## src/rtl/txep_pkg.sv

```systemverilog
package txep_pkg;

   typedef enum logic [1:0] {
      RSP_DATA  = 2'd0,
      RSP_NAK   = 2'd1,
      RSP_STALL = 2'd2,
      RSP_ZLP   = 2'd3
   } rsp_e;

   // Positions in the control/status byte
   localparam int BIT_RDY  = 0;
   localparam int BIT_NEMP = 1;
   localparam int BIT_UNDR = 2;
   localparam int BIT_FLSH = 3;
   localparam int BIT_SREQ = 4;
   localparam int BIT_SDONE = 5;
   localparam int BIT_CTOG = 6;
   localparam int BIT_INC  = 7;

endpackage

```

## src/rtl/txep_slots.sv

```systemverilog
module txep_slots #(
   parameter int MAX_SLOTS = 2,
   parameter int CNT_W     = 2
) (
   input  logic             clk,
   input  logic             rst_n,
   input  logic             cfg_dbl,
   input  logic             load,
   input  logic             flush_dec,
   input  logic             pop,
   input  logic             drop_all,
   output logic [CNT_W-1:0] cnt,
   output logic             full,
   output logic             empty
);

   logic [CNT_W-1:0] cap;
   logic [CNT_W:0]   grow;
   logic [CNT_W:0]   shrink;
   logic [CNT_W-1:0] cnt_nxt;

   generate
      if (MAX_SLOTS == 1) begin : g_single
         assign cap = CNT_W'(1);
      end else begin : g_multi
         assign cap = cfg_dbl ? CNT_W'(MAX_SLOTS) : CNT_W'(1);
      end
   endgenerate

   assign full  = (cnt >= cap);
   assign empty = (cnt == '0);

   always_comb begin
      grow   = {1'b0, cnt} + {{CNT_W{1'b0}}, (load & ~full)};
      shrink = {{CNT_W{1'b0}}, pop} + {{CNT_W{1'b0}}, flush_dec};
      if (drop_all)
         cnt_nxt = '0;
      else if (grow > shrink)
         cnt_nxt = CNT_W'(grow - shrink);
      else
         cnt_nxt = '0;
   end

   always_ff @(posedge clk or negedge rst_n) begin
      if (!rst_n) cnt <= '0;
      else        cnt <= cnt_nxt;
   end

endmodule

```

## src/rtl/txep_resp.sv

```systemverilog
module txep_resp
   import txep_pkg::*;
#(
   parameter int HB_MAX = 3,
   parameter int PART_W = 2
) (
   input  logic              clk,
   input  logic              rst_n,
   input  logic              cfg_iso,
   input  logic [PART_W-1:0] cfg_parts,
   input  logic              tok_in,
   input  logic              tok_ack,
   input  logic              tok_uf_end,
   input  logic              stall_req,
   input  logic              empty,
   input  logic              clr_tog,
   input  logic              flush_wr,
   output logic              rsp_valid,
   output logic [1:0]        rsp_kind,
   output logic              rsp_pid1,
   output logic              ev_stall,
   output logic              ev_under,
   output logic              ev_done,
   output logic              ev_incomp
);

   logic              tog;
   logic              pend;
   logic [PART_W-1:0] parts;
   logic [PART_W-1:0] tgt;
   logic              stall_on;
   logic              send;
   logic              ack_pop;
   logic              iso_last;
   logic              abort;
   rsp_e              kind_nxt;

   always_comb begin
      if (cfg_parts == '0)
         tgt = PART_W'(1);
      else if (int'(cfg_parts) > HB_MAX)
         tgt = PART_W'(HB_MAX);
      else
         tgt = cfg_parts;
   end

   assign stall_on  = stall_req & ~cfg_iso;
   assign ev_stall  = tok_in & stall_on;
   assign ev_under  = tok_in & ~stall_on & empty;
   assign send      = tok_in & ~stall_on & ~empty;
   assign ack_pop   = tok_ack & pend & ~cfg_iso;
   assign iso_last  = send & cfg_iso &
                      (({1'b0, parts} + {{PART_W{1'b0}}, 1'b1}) >= {1'b0, tgt});
   assign ev_incomp = tok_uf_end & cfg_iso & ~send & (parts != '0);
   assign ev_done   = ack_pop | iso_last;
   assign abort     = flush_wr | ev_stall;

   always_comb begin
      if (ev_stall)       kind_nxt = RSP_STALL;
      else if (ev_under)  kind_nxt = cfg_iso ? RSP_ZLP : RSP_NAK;
      else                kind_nxt = RSP_DATA;
   end

   always_ff @(posedge clk or negedge rst_n) begin
      if (!rst_n) begin
         rsp_valid <= 1'b0;
         rsp_kind  <= RSP_DATA;
         rsp_pid1  <= 1'b0;
      end else begin
         rsp_valid <= tok_in;
         rsp_kind  <= kind_nxt;
         rsp_pid1  <= send & ~cfg_iso & tog;
      end
   end

   always_ff @(posedge clk or negedge rst_n) begin
      if (!rst_n)       tog <= 1'b0;
      else if (clr_tog) tog <= 1'b0;
      else if (ack_pop) tog <= ~tog;
   end

   always_ff @(posedge clk or negedge rst_n) begin
      if (!rst_n)                 pend <= 1'b0;
      else if (abort)             pend <= 1'b0;
      else if (send & ~cfg_iso)   pend <= 1'b1;
      else if (ack_pop)           pend <= 1'b0;
   end

   always_ff @(posedge clk or negedge rst_n) begin
      if (!rst_n)
         parts <= '0;
      else if (abort | ev_incomp | iso_last)
         parts <= '0;
      else if (send & cfg_iso)
         parts <= parts + PART_W'(1);
   end

endmodule

```

## src/rtl/txep_regs.sv

```systemverilog
module txep_regs
   import txep_pkg::*;
#(
   parameter int DATA_W = 8
) (
   input  logic              clk,
   input  logic              rst_n,
   input  logic              cfg_iso,
   input  logic              int_en,
   input  logic              reg_wr,
   input  logic [DATA_W-1:0] reg_wdata,
   input  logic              ev_stall,
   input  logic              ev_under,
   input  logic              ev_done,
   input  logic              ev_incomp,
   input  logic              full,
   input  logic              empty,
   output logic [DATA_W-1:0] reg_rdata,
   output logic              stall_req,
   output logic              load,
   output logic              flush_wr,
   output logic              flush_dec,
   output logic              clr_tog,
   output logic              irq
);

   logic stall_done;
   logic underrun;
   logic incomp;

   assign flush_wr  = reg_wr & reg_wdata[BIT_FLSH];
   assign load      = reg_wr & reg_wdata[BIT_RDY] & ~reg_wdata[BIT_FLSH];
   assign flush_dec = flush_wr & ~reg_wdata[BIT_RDY];
   assign clr_tog   = reg_wr & reg_wdata[BIT_CTOG];

   always_ff @(posedge clk or negedge rst_n) begin
      if (!rst_n)      stall_req <= 1'b0;
      else if (reg_wr) stall_req <= reg_wdata[BIT_SREQ];
   end

   always_ff @(posedge clk or negedge rst_n) begin
      if (!rst_n)                               stall_done <= 1'b0;
      else if (ev_stall)                        stall_done <= 1'b1;
      else if (reg_wr & ~reg_wdata[BIT_SDONE])  stall_done <= 1'b0;
   end

   always_ff @(posedge clk or negedge rst_n) begin
      if (!rst_n)                              underrun <= 1'b0;
      else if (ev_under)                       underrun <= 1'b1;
      else if (reg_wr & ~reg_wdata[BIT_UNDR])  underrun <= 1'b0;
   end

   always_ff @(posedge clk or negedge rst_n) begin
      if (!rst_n)                             incomp <= 1'b0;
      else if (ev_incomp)                     incomp <= 1'b1;
      else if (reg_wr & ~reg_wdata[BIT_INC])  incomp <= 1'b0;
   end

   always_ff @(posedge clk or negedge rst_n) begin
      if (!rst_n) irq <= 1'b0;
      else        irq <= int_en & (ev_done | flush_wr);
   end

   always_comb begin
      reg_rdata            = '0;
      reg_rdata[BIT_INC]   = incomp & cfg_iso;
      reg_rdata[BIT_SDONE] = stall_done;
      reg_rdata[BIT_SREQ]  = stall_req;
      reg_rdata[BIT_UNDR]  = underrun;
      reg_rdata[BIT_NEMP]  = ~empty;
      reg_rdata[BIT_RDY]   = full;
   end

endmodule

```

## src/rtl/txep_ctrl.sv

```systemverilog
module txep_ctrl #(
   parameter int MAX_SLOTS = 2,
   parameter int HB_MAX    = 3,
   parameter int PART_W    = $clog2(HB_MAX + 1)
) (
   input  logic              clk,
   input  logic              rst_n,
   input  logic              cfg_iso,
   input  logic              cfg_dbl,
   input  logic [PART_W-1:0] cfg_parts,
   input  logic              int_en,
   input  logic              reg_wr,
   input  logic [7:0]        reg_wdata,
   output logic [7:0]        reg_rdata,
   input  logic              tok_in,
   input  logic              tok_ack,
   input  logic              tok_uf_end,
   output logic              rsp_valid,
   output logic [1:0]        rsp_kind,
   output logic              rsp_pid1,
   output logic              irq
);

   localparam int CNT_W = $clog2(MAX_SLOTS + 1);

   generate
      if (MAX_SLOTS < 1 || MAX_SLOTS > 8) begin : g_bad_slots
         $error("txep_ctrl: MAX_SLOTS out of range");
      end
      if (HB_MAX < 1 || HB_MAX > 3) begin : g_bad_hb
         $error("txep_ctrl: HB_MAX must be 1 to 3");
      end
      if (PART_W < $clog2(HB_MAX + 1)) begin : g_bad_pw
         $error("txep_ctrl: PART_W too narrow");
      end
   endgenerate

   logic             stall_req, load, flush_wr, flush_dec, clr_tog;
   logic             ev_stall, ev_under, ev_done, ev_incomp;
   logic             full, empty;
   logic [CNT_W-1:0] cnt;

   txep_regs #(.DATA_W(8)) regs_i (
      .clk       (clk),
      .rst_n     (rst_n),
      .cfg_iso   (cfg_iso),
      .int_en    (int_en),
      .reg_wr    (reg_wr),
      .reg_wdata (reg_wdata),
      .ev_stall  (ev_stall),
      .ev_under  (ev_under),
      .ev_done   (ev_done),
      .ev_incomp (ev_incomp),
      .full      (full),
      .empty     (empty),
      .reg_rdata (reg_rdata),
      .stall_req (stall_req),
      .load      (load),
      .flush_wr  (flush_wr),
      .flush_dec (flush_dec),
      .clr_tog   (clr_tog),
      .irq       (irq)
   );

   txep_slots #(.MAX_SLOTS(MAX_SLOTS), .CNT_W(CNT_W)) slots_i (
      .clk       (clk),
      .rst_n     (rst_n),
      .cfg_dbl   (cfg_dbl),
      .load      (load),
      .flush_dec (flush_dec),
      .pop       (ev_done | ev_incomp),
      .drop_all  (ev_stall),
      .cnt       (cnt),
      .full      (full),
      .empty     (empty)
   );

   txep_resp #(.HB_MAX(HB_MAX), .PART_W(PART_W)) resp_i (
      .clk        (clk),
      .rst_n      (rst_n),
      .cfg_iso    (cfg_iso),
      .cfg_parts  (cfg_parts),
      .tok_in     (tok_in),
      .tok_ack    (tok_ack),
      .tok_uf_end (tok_uf_end),
      .stall_req  (stall_req),
      .empty      (empty),
      .clr_tog    (clr_tog),
      .flush_wr   (flush_wr),
      .rsp_valid  (rsp_valid),
      .rsp_kind   (rsp_kind),
      .rsp_pid1   (rsp_pid1),
      .ev_stall   (ev_stall),
      .ev_under   (ev_under),
      .ev_done    (ev_done),
      .ev_incomp  (ev_incomp)
   );

endmodule

```

## config.mk

```make
export PLATFORM = sky130hd
export DESIGN_NAME = txep_ctrl
export DESIGN_NICKNAME = d
export VERILOG_FILES = /design/src/rtl/txep_pkg.sv /design/src/rtl/txep_slots.sv /design/src/rtl/txep_resp.sv /design/src/rtl/txep_regs.sv /design/src/rtl/txep_ctrl.sv
export SDC_FILE = /design/constraint.sdc
export NUM_CORES = 1
export LEC_CHECK = 0
export ABC_AREA = 1
export ABC_CLOCK_PERIOD_IN_PS = 2600
export BUFFER_PORTS_ARGS = -buffer_cell sky130_fd_sc_hd__buf_2
export CAP_MARGIN = 10
export CORE_MARGIN = 4
export CORE_UTILIZATION = 30
export CTS_CLUSTER_SIZE = 40
export DETAILED_ROUTE_END_ITERATION = 10
export PLACE_DENSITY = 0.65
export SETUP_SLACK_MARGIN = 0.4
export SLEW_MARGIN = 15
export SYNTH_ARGS = -nofsm -noshare
export SYNTH_HDL_FRONTEND = slang
export SYNTH_SLANG_ARGS = --single-unit
```

## constraint.sdc

```tcl
create_clock -name clk -period 2.6 [get_ports clk]
set_input_delay 0.26 -clock clk [delete_from_list [all_inputs] [get_ports clk]]
set_output_delay 0.26 -clock clk [all_outputs]
set_load 0.05 [all_outputs]
```

== After elaboration in Yosys (flattened, before gate mapping) ==
Index checks and enable logic that the tools add are counted.
Cells by class
  add/subtract/negate cells: 5
  order comparisons: 3
  mux-type cells: 20
  bitwise operators: 42
  reduce and logical (&&, ||, !) cells: 9
Operators by type and width (number)
  bitwise AND 1 bit: 25
  two-way mux 2 bit: 9
  nonzero test 2 bit: 6
  two-way mux 1 bit: 11
  inverter 1 bit: 11
  bitwise OR 1 bit: 6
  zero test 2 bit: 2
  adder 2 x 1 -> 3 bit: 1
  adder 2 x 1 -> 3 bit (second input constant): 1
  >= comparator 3 x 2 -> 1 bit: 1
  greater-than comparator 3 x 2 -> 1 bit: 1
  nonzero test 3 bit: 1
  adder 1 x 1 -> 2 bit: 1
  adder 2 x 1 -> 2 bit (second input constant): 1
  >= comparator 2 bit: 1
  subtractor 2 bit: 1
Storage, ports and cells
  register bits: 15
  bits of input ports: 19
  logic and storage cells: 91

== Longest topological paths before layout ==
Gate-level depths: netlist of run 1.
  depth in word-level cells: 13
  mapped depth: 15

== Modules after synthesis ==
From an unflattened synthesis of run 1, not the netlist that was laid out.
Unflattened totals
  cells, all modules: 143
  area total of the unflattened synthesis: 1068.5 um^2
Modules (own cells, without submodules)
  txep_resp: instances 1, cells an instance 61, area each 496.7 um^2, seq. area each 200.2 um^2
  txep_regs: instances 1, cells an instance 44, area each 304.0 um^2, seq. area each 125.1 um^2
  txep_slots: instances 1, cells an instance 35, area each 256.5 um^2, seq. area each 50.0 um^2
  txep_ctrl: instances 1, cells an instance 3, area each 11.3 um^2, seq. area each 0.0 um^2

== Least setup slack after synthesis of run 1 ==
Ideal clock, no wire load.
  path kind: reg2reg
  start point: register resp_i.parts[0]
  end point: register slots_i.cnt[0]
  library setup time: 0.126 ns
  arrival time: 2.323 ns
  data required time: 2.474 ns
  setup slack: 0.151 ns
  stages on the path, launching flop included: 15
  path buffers: 0
  clock period less this slack: 2.449 ns
  cell sequence: dfrtp_1 fa_1 inv_1 nor2_1 o21ai_0 nand2_1 nand2_2 nand3_1 ha_1 inv_1 fa_1 nand2_1 nor2_1 o21ai_0 nor3_1
Between the ends
  word-level cells in the longest chain between the ends: 9
  elaborated cells between the ends (all ways): 12
  those cells by class: add/sub: 3; order compare: 2; mux: 2; bitwise: 4; reduce/logical: 1
Ends and longest elaborated chain
  start, declared: RTL line txep_resp.sv:29  | logic [PART_W-1:0] parts;
  start signal, assigned: RTL line txep_resp.sv:95  | parts <= parts + PART_W'(1);
  adder 2 x 1 -> 3 bit: RTL line txep_resp.sv:53  | (({1'b0, parts} + {{PART_W{1'b0}}, 1'b1}) >= {1'b0, tgt});
  >= comparator 3 x 2 -> 1 bit: RTL line txep_resp.sv:53
  bitwise AND 1 bit: RTL line txep_resp.sv:52  | assign iso_last = send & cfg_iso &
  bitwise OR 1 bit: RTL line txep_resp.sv:55  | assign ev_done = ack_pop | iso_last;
  bitwise OR 1 bit *: RTL line txep_ctrl.sv:71  | .pop (ev_done | ev_incomp),
  adder 1 x 1 -> 2 bit *: RTL line txep_slots.sv:35  | shrink = {{CNT_W{1'b0}}, pop} + {{CNT_W{1'b0}}, flush_dec};
  greater-than comparator 3 x 2 -> 1 bit / subtractor 2 bit (equally long branches): RTL line txep_slots.sv:38, txep_slots.sv:39
  two-way mux 2 bit *: RTL line txep_slots.sv:38  | else if (grow > shrink)
  two-way mux 2 bit *: RTL line txep_slots.sv:36  | if (drop_all)
  net slots_i.cnt_nxt[0]: RTL line txep_slots.sv:20  | logic [CNT_W-1:0] cnt_nxt;
  end signal, assigned: RTL line txep_slots.sv:46  | else cnt <= cnt_nxt;
  end, declared: RTL line txep_slots.sv:12  | output logic [CNT_W-1:0] cnt,
Mark *: on every way through the listed nets, which the timed path passes. The rest lies on a longest branch.
A chain may end at the register's enable or synchronous reset.

== Final worst setup path of run 1 ==
  start point: register resp_i.parts[1]
  end point: register slots_i.cnt[1]
Same word-level chain as after synthesis.

==> results.txt, run 1 <==
The run finished with clean final reports. CTS saw 15 sinks. The largest stage delay on the critical path is 560 ps. The synthesized design contains 0 enable-type register cells. The smallest hold slack came out at 159.0 ps.

The end-of-flow core utilization came out at 39.44%. STA classifies the critical path startpoint as a register. The post-synthesis instance area is between 900 and 1000 µm².

The number of antenna violations at the first check in global routing came out at 0. The weighted congestion at the end of routability-driven global placement came out at 0.7867. The mean area per synthesized cell came out at between 8 and 9 µm². Setup repair after global routing could not meet its margin everywhere. Setup violations remaining at the end of the flow were counted as 0. The clock tree buffer depth is 2. Of all cell types, the one taking the most synthesized area is dfrtp_1.

The number of H-tree branching levels is 1. The register clock-pin slew on the reported worst setup and hold paths came out at 90 ps. In this run the clock root is driven by a clkbuf_4. The worst register-to-register path begins at resp_i.parts[1].

Entering global routing, the biggest net connects 16 pins. The worst min-delay path startpoint is int_en. The placeable core region is 3103 µm². For the worst-skew pair, the clock arrives at the later sink with an insertion delay of 280 ps. The data arrival time of the critical path came out at 2720 ps.

For this design, the slowest cell found on the critical path is fa_2. The signal on the critical path passes through fa_1 -> inv_1 -> nor2_2 -> o21ai_1 -> nand2_1 -> nand2_2 -> nand3_2 -> ha_4 -> inv_2 -> fa_2 -> nand2_1 -> nor2_1 -> o21ai_1 -> nor3_1. The die covers roughly 4300 µm². After detailed routing, the number of vias per cell comes to 4.220. The number of logic stages on the critical path including buffering is 14.

The share of synthesized registers carrying an async set or reset came out at 100.0%. The hold path depth came out at 3. The achievable frequency came out at 0.3937 GHz. The number of endpoints with negative hold slack in the final report is 0.

The number of nets in the layout is 178. Power spread over the standard cell area amounts to 510.7 nW/µm². The total number of vias came out at 806.

The commonest cells after synthesis are 21 x inv_1, 21 x nand2_1, 15 x dfrtp_1. Together, buffers and inverters on the worst path number 2. In the final layout, flip-flops and latches occupy roughly 380 µm². The final routed wire length divided by cell count came out at 10.71 µm. The global-route congestion overflow total came out at 0. The multi-input gate area in the final layout came out at 508.0 µm².

The die extent in x came out at 65.26 µm. The count of synthesis-stage warnings from yosys came out at 0. The ratio of cells with drive above 1 in the final layout came out at 36.73%. The half-perimeter wire length after detailed placement is 1692 µm. The worst setup path is captured at a register. The height of the die came out at 65.26 µm. Once the floorplan was initialized, standard cells occupied 31.69% of the core. After layout, the worst path uses a little over nine tenths of the clock period. The overall power came out at 624.9 µW. The number of ports placed on the die boundary is 32.

The number of max-slew violations in the final report came out at 0. For this run, the leading register cell type out of synthesis is dfrtp_1. The required arrival time at the worst endpoint came out at ~2800 ps. The CTS tree is done. In the global route stage, overall resource usage came out at about a tenth. Counting cells, the worst reg-to-reg path comes to 14. For the finished layout, the period the worst path requires is between 2000 and 3000 ps. Ranked by total cell area, the synthesized netlist is headed by dfrtp_1 38%, ha_1 11%, inv_1 8.0%, nand2_1 8.0%, buf_4 4.6%. The first routing iteration left 21 violations.

The share of the synthesized area in the top cell type is a little under two fifths. The number of clock buffers inserted by TritonCTS came out at 3. The end point of the worst hold path is regs_i.irq. The classification of the worst-slack hold path is in -> reg. The start-to-end type of the worst setup path is reg -> reg. After detailed routing, the number of remaining DRC violations is 0. The top fanout value on the critical path came out at 3. The area added between synthesis and finish is 24.43%. The register bit count reported by yosys came out at 15. The worst register-to-register path has a setup slack of 60 ps. The number of unique standard cell types used by synthesis came out at 23. The antenna cell count came out at 0. The peak ir drop on the vdd network is 0.1573 mV. The post-synthesis sequential area ratio came out at 38.17%. The largest delay contributor family on the critical path is adder cells. The wire length of the first global-routing pass is 3594 µm. The filler cells instantiated in the layout total 333. The number of port buffers is 28. The endpoint identified for the worst register-to-register timing path is slots_i.cnt[1].

The via count of the first global-routing pass came to 858. The remaining number of nets flagged by the antenna check after routing came out at 0. The final layout contains routed wiring with a total length of between 2000 and 2500 µm. In the final timing run, aggregate negative setup slack is 0 ps. The max-capacitance violation count came out at 0.

The initialized floorplan defines 20 standard-cell rows. The number of cells produced by synthesis came out at ~120. The number of iterations in the first detailed-routing pass came out at 2. The static leakage power came out at 0.6777 nW. The final clock skew came out at 9.580 ps.
## power by group
| group | total [mW] | switching [mW] | leakage [nW] | internal, mW |
|---|---|---|---|---|
| Sequential | 0.265 | 0.0114 | 0.197 | 0.253 |
| Combinational | 0.229 | 0.161 | 0.466 | 0.0673 |
| Clock | 0.132 | 0.0721 | 0.0150 | 0.0594 |
| Total | 0.625 | 0.245 | 0.678 | 0.380 |
## how the worst max path moves through the flow
stage                    startpoint        endpoint  slack (ps)
floorplan           resp_i.parts[0]  slots_i.cnt[1]         220
global placement    resp_i.parts[1]  slots_i.cnt[0]         130
detailed placement  resp_i.parts[1]  slots_i.cnt[0]          60
CTS                 resp_i.parts[0]  slots_i.cnt[1]          40
global route        resp_i.parts[1]  slots_i.cnt[1]         -90
finish              resp_i.parts[1]  slots_i.cnt[1]          60
## sequential cells by signal, indices dropped and copies added, names as in the netlist
| signal | cells |
|---|---|
| resp_i.parts | 2 |
| resp_i.rsp_kind | 2 |
| slots_i.cnt | 2 |
| regs_i.incomp | 1 |
| regs_i.irq | 1 |
| regs_i.stall_done | 1 |
| regs_i.stall_req | 1 |
| regs_i.underrun | 1 |
| resp_i.pend | 1 |
| resp_i.rsp_pid1 | 1 |
| resp_i.rsp_valid | 1 |
| resp_i.tog | 1 |
## per-stage QoR
step                worst slack, ps  instances  instance area [µm²]
floorplan                     215.6        117                 1005
detailed placement            55.78        184                 1162
global route                 -88.36        191                 1224
global placement              131.3        184                 1162
CTS                           44.97        191                 1214
finish                        60.05        191                 1224
## tightest hold or removal path, stage by stage
cell and delay [ps]:
buf_2 70, nand2_1 40, inv_1 40
## placed cells by master, fill, tap and decap left out, drive strengths merged
| master | count |
|---|---|
| fa | 2 |
| nand3 | 8 |
| nand2 | 24 |
| nor3 | 3 |
| nor2 | 8 |
| or2 | 1 |
| dlygate4sd3 | 1 |
| clkbuf | 4 |
| ha | 9 |
| a21oi | 4 |
| xor2 | 1 |
| buf | 31 |
| dfrtp | 15 |
| inv | 23 |
| conb | 2 |
| nand4 | 2 |
| o21ai | 9 |
## area by class of cell
cell class / instances / area share (%)
flip-flops and latches: 15 / 30.67
multi-input cells: 73 / 41.51
repair buffers: 32 / 14.11
clock buffers: 4 / 2.147
inverters: 23 / 7.055
well taps: 44 / 4.499
## logic make-up after synthesis
group / synth area share [%]
fa+ha+maj: 15.52
other cells: 0.3813
xor+xnor: 0.8907
buf+inv: 13.36
flops: 38.17
simple gates: 24.30
compound gates: 7.379
## routing by layer
layer  vias to the layer above  track usage, %  share of wire, %  routed length, µm
li1                        414               -                 -                  -
met2                        21           21.87                56               1155
met3                         2           2.564               6.4                131
met1                       369           10.47                36                742
met4                         0           2.591              0.73                 15
met5                         -               0                 0                  0
## what timing repair did
action,CTS,global route
setup buffers,2,0
pin swaps,1,6
hold endpoints to repair,15,0
setup endpoints to repair,2,2
hold buffers,1,0
gates resized for setup,0,3
(Power assumes the default switching activity.)
==> run 2, diff against run 1 <==
--- a/config.mk
+++ b/config.mk
@@ -13,9 +13,10 @@
 export CORE_UTILIZATION = 30
 export CTS_CLUSTER_SIZE = 40
 export DETAILED_ROUTE_END_ITERATION = 10
-export PLACE_DENSITY = 0.65
+export PLACE_DENSITY = 0.64
 export SETUP_SLACK_MARGIN = 0.4
 export SLEW_MARGIN = 15
 export SYNTH_ARGS = -nofsm -noshare
 export SYNTH_HDL_FRONTEND = slang
+export SYNTH_HIERARCHICAL = 1
 export SYNTH_SLANG_ARGS = --single-unit
==> results.txt, run 2 <==
The achievable frequency came to 0.4048 GHz (+2.8%). Among the stages of the critical path, the cell type that occurs most often is nand2_1. The post-synthesis instance area is 1069 µm² (+8.7%).

Ranked by instance count, the synthesized netlist is headed by 38 x inv_1, 34 x nand2_1, 15 x dfrtp_1. The ratio of total power to cell area came out at 756.9 nW/µm² (+48%). The number of H-tree branching levels came out at 1 (unchanged). The antenna cell count is 0 (unchanged). The die outline area came out at 4581 µm² (+7.6%). The number of port buffers is 28 (unchanged). The placeable core region came to 3390 µm² (+9.2%). The final routed wire length divided by cell count came out at 9.191 µm (-14%).

The run finished with clean final reports. The top fanout value on the critical path came out at 4 (+1). The global-route congestion overflow total was 0 (unchanged). The fill cell instance count of the final layout came out at 366 (+9.9%). The post-synthesis sequential area ratio came out at 35.13% (-3.0 points). The most frequent standard cell in the layout excluding fill and tap cells is inv_1.

The number of cells produced by synthesis is 143 (+23%). The multi-input gate area in the final layout is 528.0 µm² (+3.9%). The violation count after the first detailed-route iteration was 31 (+48%). The detailed route wirelength on metal3 is 151 µm (+15%). The vias per cell is 3.977 (-5.7%).

The peak ir drop on the vdd network is 0.2039 mV (+30%). The share of synthesized registers carrying an async set or reset came out at 100.0% (unchanged). The share of the synthesized area in the top cell type is 35.13% (-3.0 points). The biggest area contributor in the post-synthesis netlist is dfrtp_1. The critical path goes through fa_1 -> inv_1 -> nor2_1 -> nand2_1 -> nand2_1 -> nand3_1 -> nand2_2 -> inv_2 -> nand2_2 -> ha_4 -> fa_2 -> nor2_2 -> nand2_1 -> nand2_1 -> nand2_1 -> nor2_2. The net switching power figure came out at 474.6 µW (+94%). The cell internal power dissipation came to 519.8 µW (+37%). The number of enable-type register cells in the synthesized netlist is 0 (unchanged). The max-capacitance violation count is 0 (unchanged).

The number of antenna violations at the first check in global routing is 0 (unchanged). The number of design rule violations left after detail routing is 0 (unchanged). The half-perimeter wire length after detailed placement is 1672 µm (-1.2%). The share of total power in combinational logic was 55.3% (+19 points). The count of final setup violators is 0 (unchanged). The number of placement rows is 21 (+5.0%). The weighted congestion at the end of routability-driven global placement came out at 0.7339 (-6.7%). The data arrival time of the critical path was 2690 ps (-30 ps). The number of standard cells in the final layout excluding fillers is 220 (+15%). The most common cell in the synthesized netlist is inv_1. Setup repair after global routing could not meet its margin everywhere. The largest stage delay on the critical path came out at 500 ps (-60 ps).

The global routing usage summed across all routing layers is 9.758% (-0.93 points). The via count of the first global-routing pass came to 768 (-10%). The start-to-end type of the worst setup path is reg -> reg. The static leakage power is 0.8060 nW (+19%).

The number of max-slew violations in the final report was 0 (unchanged). The largest registers in the layout are resp_i/parts: 2 flops, resp_i/rsp_kind: 2 flops, slots_i/cnt: 2 flops. In this run the top signal layer used is met4. The switching fraction of total power was 47.72% (+8.5 points).

The slowest cell on the critical path is fa_1. The register clock-pin slew on the reported worst setup and hold paths is 90 ps (about the same). The number of clock buffers inserted by TritonCTS came out at 3 (unchanged). The starting density of the core is 31.52% (-0.17 points). The wire length of the first global-routing pass came out at 3256 µm (-9.4%).

Ranked by total cell area, the synthesized netlist is headed by dfrtp_1 35%, inv_1 13%, nand2_1 12%, ha_1 11%, buf_4 4.2%. The ratio of cells with drive above 1 in the final layout came out at 31.61% (-5.1 points). The area of all placed cells without fillers was 1314 µm² (+7.4%). The share of total power in sequential cells is 31.2% (-11 points). CTS placed an instance of clkbuf_4 at the clock tree root. The count of synthesis-stage warnings from yosys came out at 6 (+6). In the layout the commonest cells are 37 x inv_1, 32 x nand2_1, 28 x buf_2. The final critical path time including I/O delays and setup came out at 2470 ps (-69.52 ps). The met1 wire length is 934 µm (+26%).

The number of ports placed on the die boundary is 32 (unchanged). The total routed wirelength was 2022 µm (-1.1%). The insertion delay to the later sink of the worst-skew pair came to 280 ps (about the same). The maximum number of pins on one net before global-route repair came out at 16 (unchanged). The worst setup path is launched from a register. The CTS tree is done. The total area of sequential cells is 375.4 µm² (unchanged). The end-of-flow core utilization came to 38.76% (-0.68 points).

The number of iterations in the first detailed-routing pass is 4 (+2). The remaining number of nets flagged by the antenna check after routing is 0 (unchanged). The clock tree buffer depth came out at 2 (unchanged). The cell area after placement is 1247 µm² (+7.3%). The die extent in x came to 67.68 µm (+3.7%). The mean area per synthesized cell is 7.472 µm² (-12%). The number of nets in the layout is 205 (+15%).

The path class of the tightest hold or removal check is in -> reg. The number of placed instances with taps included is 214 (+16%). The number of unique standard cell types used by synthesis is 24 (+4.3%). The most used flip-flop cell after synthesis is dfrtp_1.

The total number of vias is 875 (+8.6%). The number of endpoints with negative hold slack in the final report came to 0 (unchanged). The area added between synthesis and finish came out at 22.95%. The ratio of final minimum period to clock period is 95.02% (-2.7 points).

The part of the power in the clock network came out at 13.5% (-7.6 points). The number of clock sinks is 15 (unchanged). The register bit count reported by yosys came to 15 (unchanged). The routed length on met2 is 906 µm (-22%). STA classifies the critical path endpoint as a register.

The height of the die came out at 67.68 µm (+3.7%). The final clock skew came out at 3.690 ps (-5.890 ps). The required arrival time at the worst endpoint came out at 2820 ps (+40 ps). The setup TNS is 0 ps (unchanged).
[run 2: changes by cell type in the layout (fill, tap and decap cells not counted), sizes merged, moves of 2 or more]
| cell | change |
|---|---|
| o21ai | -8 |
| nor3 | -2 |
| nand2 | +12 |
| inv | +16 |
| nand3 | -2 |
| nor2 | +6 |
[run 2: power by group through the flow]
stage,logic [mW],registers (mW),clock network [mW]
5_1_grt,0.615,0.315,0.153
6_report,0.550,0.310,0.134
4_1_cts,0.545,0.310,0.145
3_3_place_gp,0.528,0.313,0
2_1_floorplan,0.406,0.348,0
3_5_place_dp,0.537,0.314,0
[run 2: path summary, 6_finish.rpt]
check / slack (ps) / start / cells past startpoint / end
worst min register to register: 490 / regs_i/stall_done / 2 / regs_i/stall_done
max in group asynchronous: 1940 / rst_n / 2 / regs_i/irq
worst min-delay path: 160 / tok_in / 1 / resp_i/rsp_valid
worst max-delay path: 130 / resp_i/parts[1] / 16 / slots_i/cnt[1]
worst max register to register: 130 / resp_i/parts[1] / 16 / slots_i/cnt[1]
min in group asynchronous: 400 / rst_n / 2 / resp_i/rsp_kind[1]
[run 2: cell families after synthesis]
group | after synthesis | share of synthesized area [%]
and+or+nand+nor | 63 | 27.63
AOI/OAI and AO/OA | 7 | 4.215
DFF | 15 | 35.13
adders and majority gates | 11 | 14.29
other | 1 | 0.3510
buffers and inverters | 46 | 18.38
[run 2: layout make-up]
| type | instances | share of cell area, % |
|---|---|---|
| Tap cell | 46 | 4.381 |
| Sequential cell | 15 | 28.57 |
| Inverter | 39 | 11.14 |
| Timing Repair Buffer | 33 | 13.71 |
| Clock buffer | 4 | 2.000 |
| Multi-Input combinational cell | 83 | 40.19 |
[run 2: what timing repair did]
item,CTS,global route
endpoints found under the setup margin,2,2
setup buffers,1,0
hold buffers,1,0
pin swaps,9,4
hold endpoints to repair,15,0
resized for setup,1,6
[run 2: routing by layer]
metal | vias up | track usage [%]
met5 | - | 0
met1 | 377 | 11.50
met4 | 0 | 4.557
li1 | 475 | -
met3 | 4 | 3.827
met2 | 19 | 15.43
[run 2: per-stage QoR]
step / power (mW) / hold WS, ps / worst slack [ps]
after floorplan: 0.7545 / -35.59 / 199.2
after global placement: 0.8416 / 179.6 / 55.78
after detailed placement: 0.8515 / 187.4 / 44.57
after CTS: 1.000 / 143.3 / 53.52
after global routing: 1.083 / 140.3 / -81.29
final: 0.9944 / 156.9 / 129.6
[run 2: critical path: cells and delay by family, from the launching register on]
kind | cells | cell delay, ps
buf+inv | 2 | 80
simple gates | 11 | 820
fa+ha+maj | 3 | 1090
flops | 1 | 420
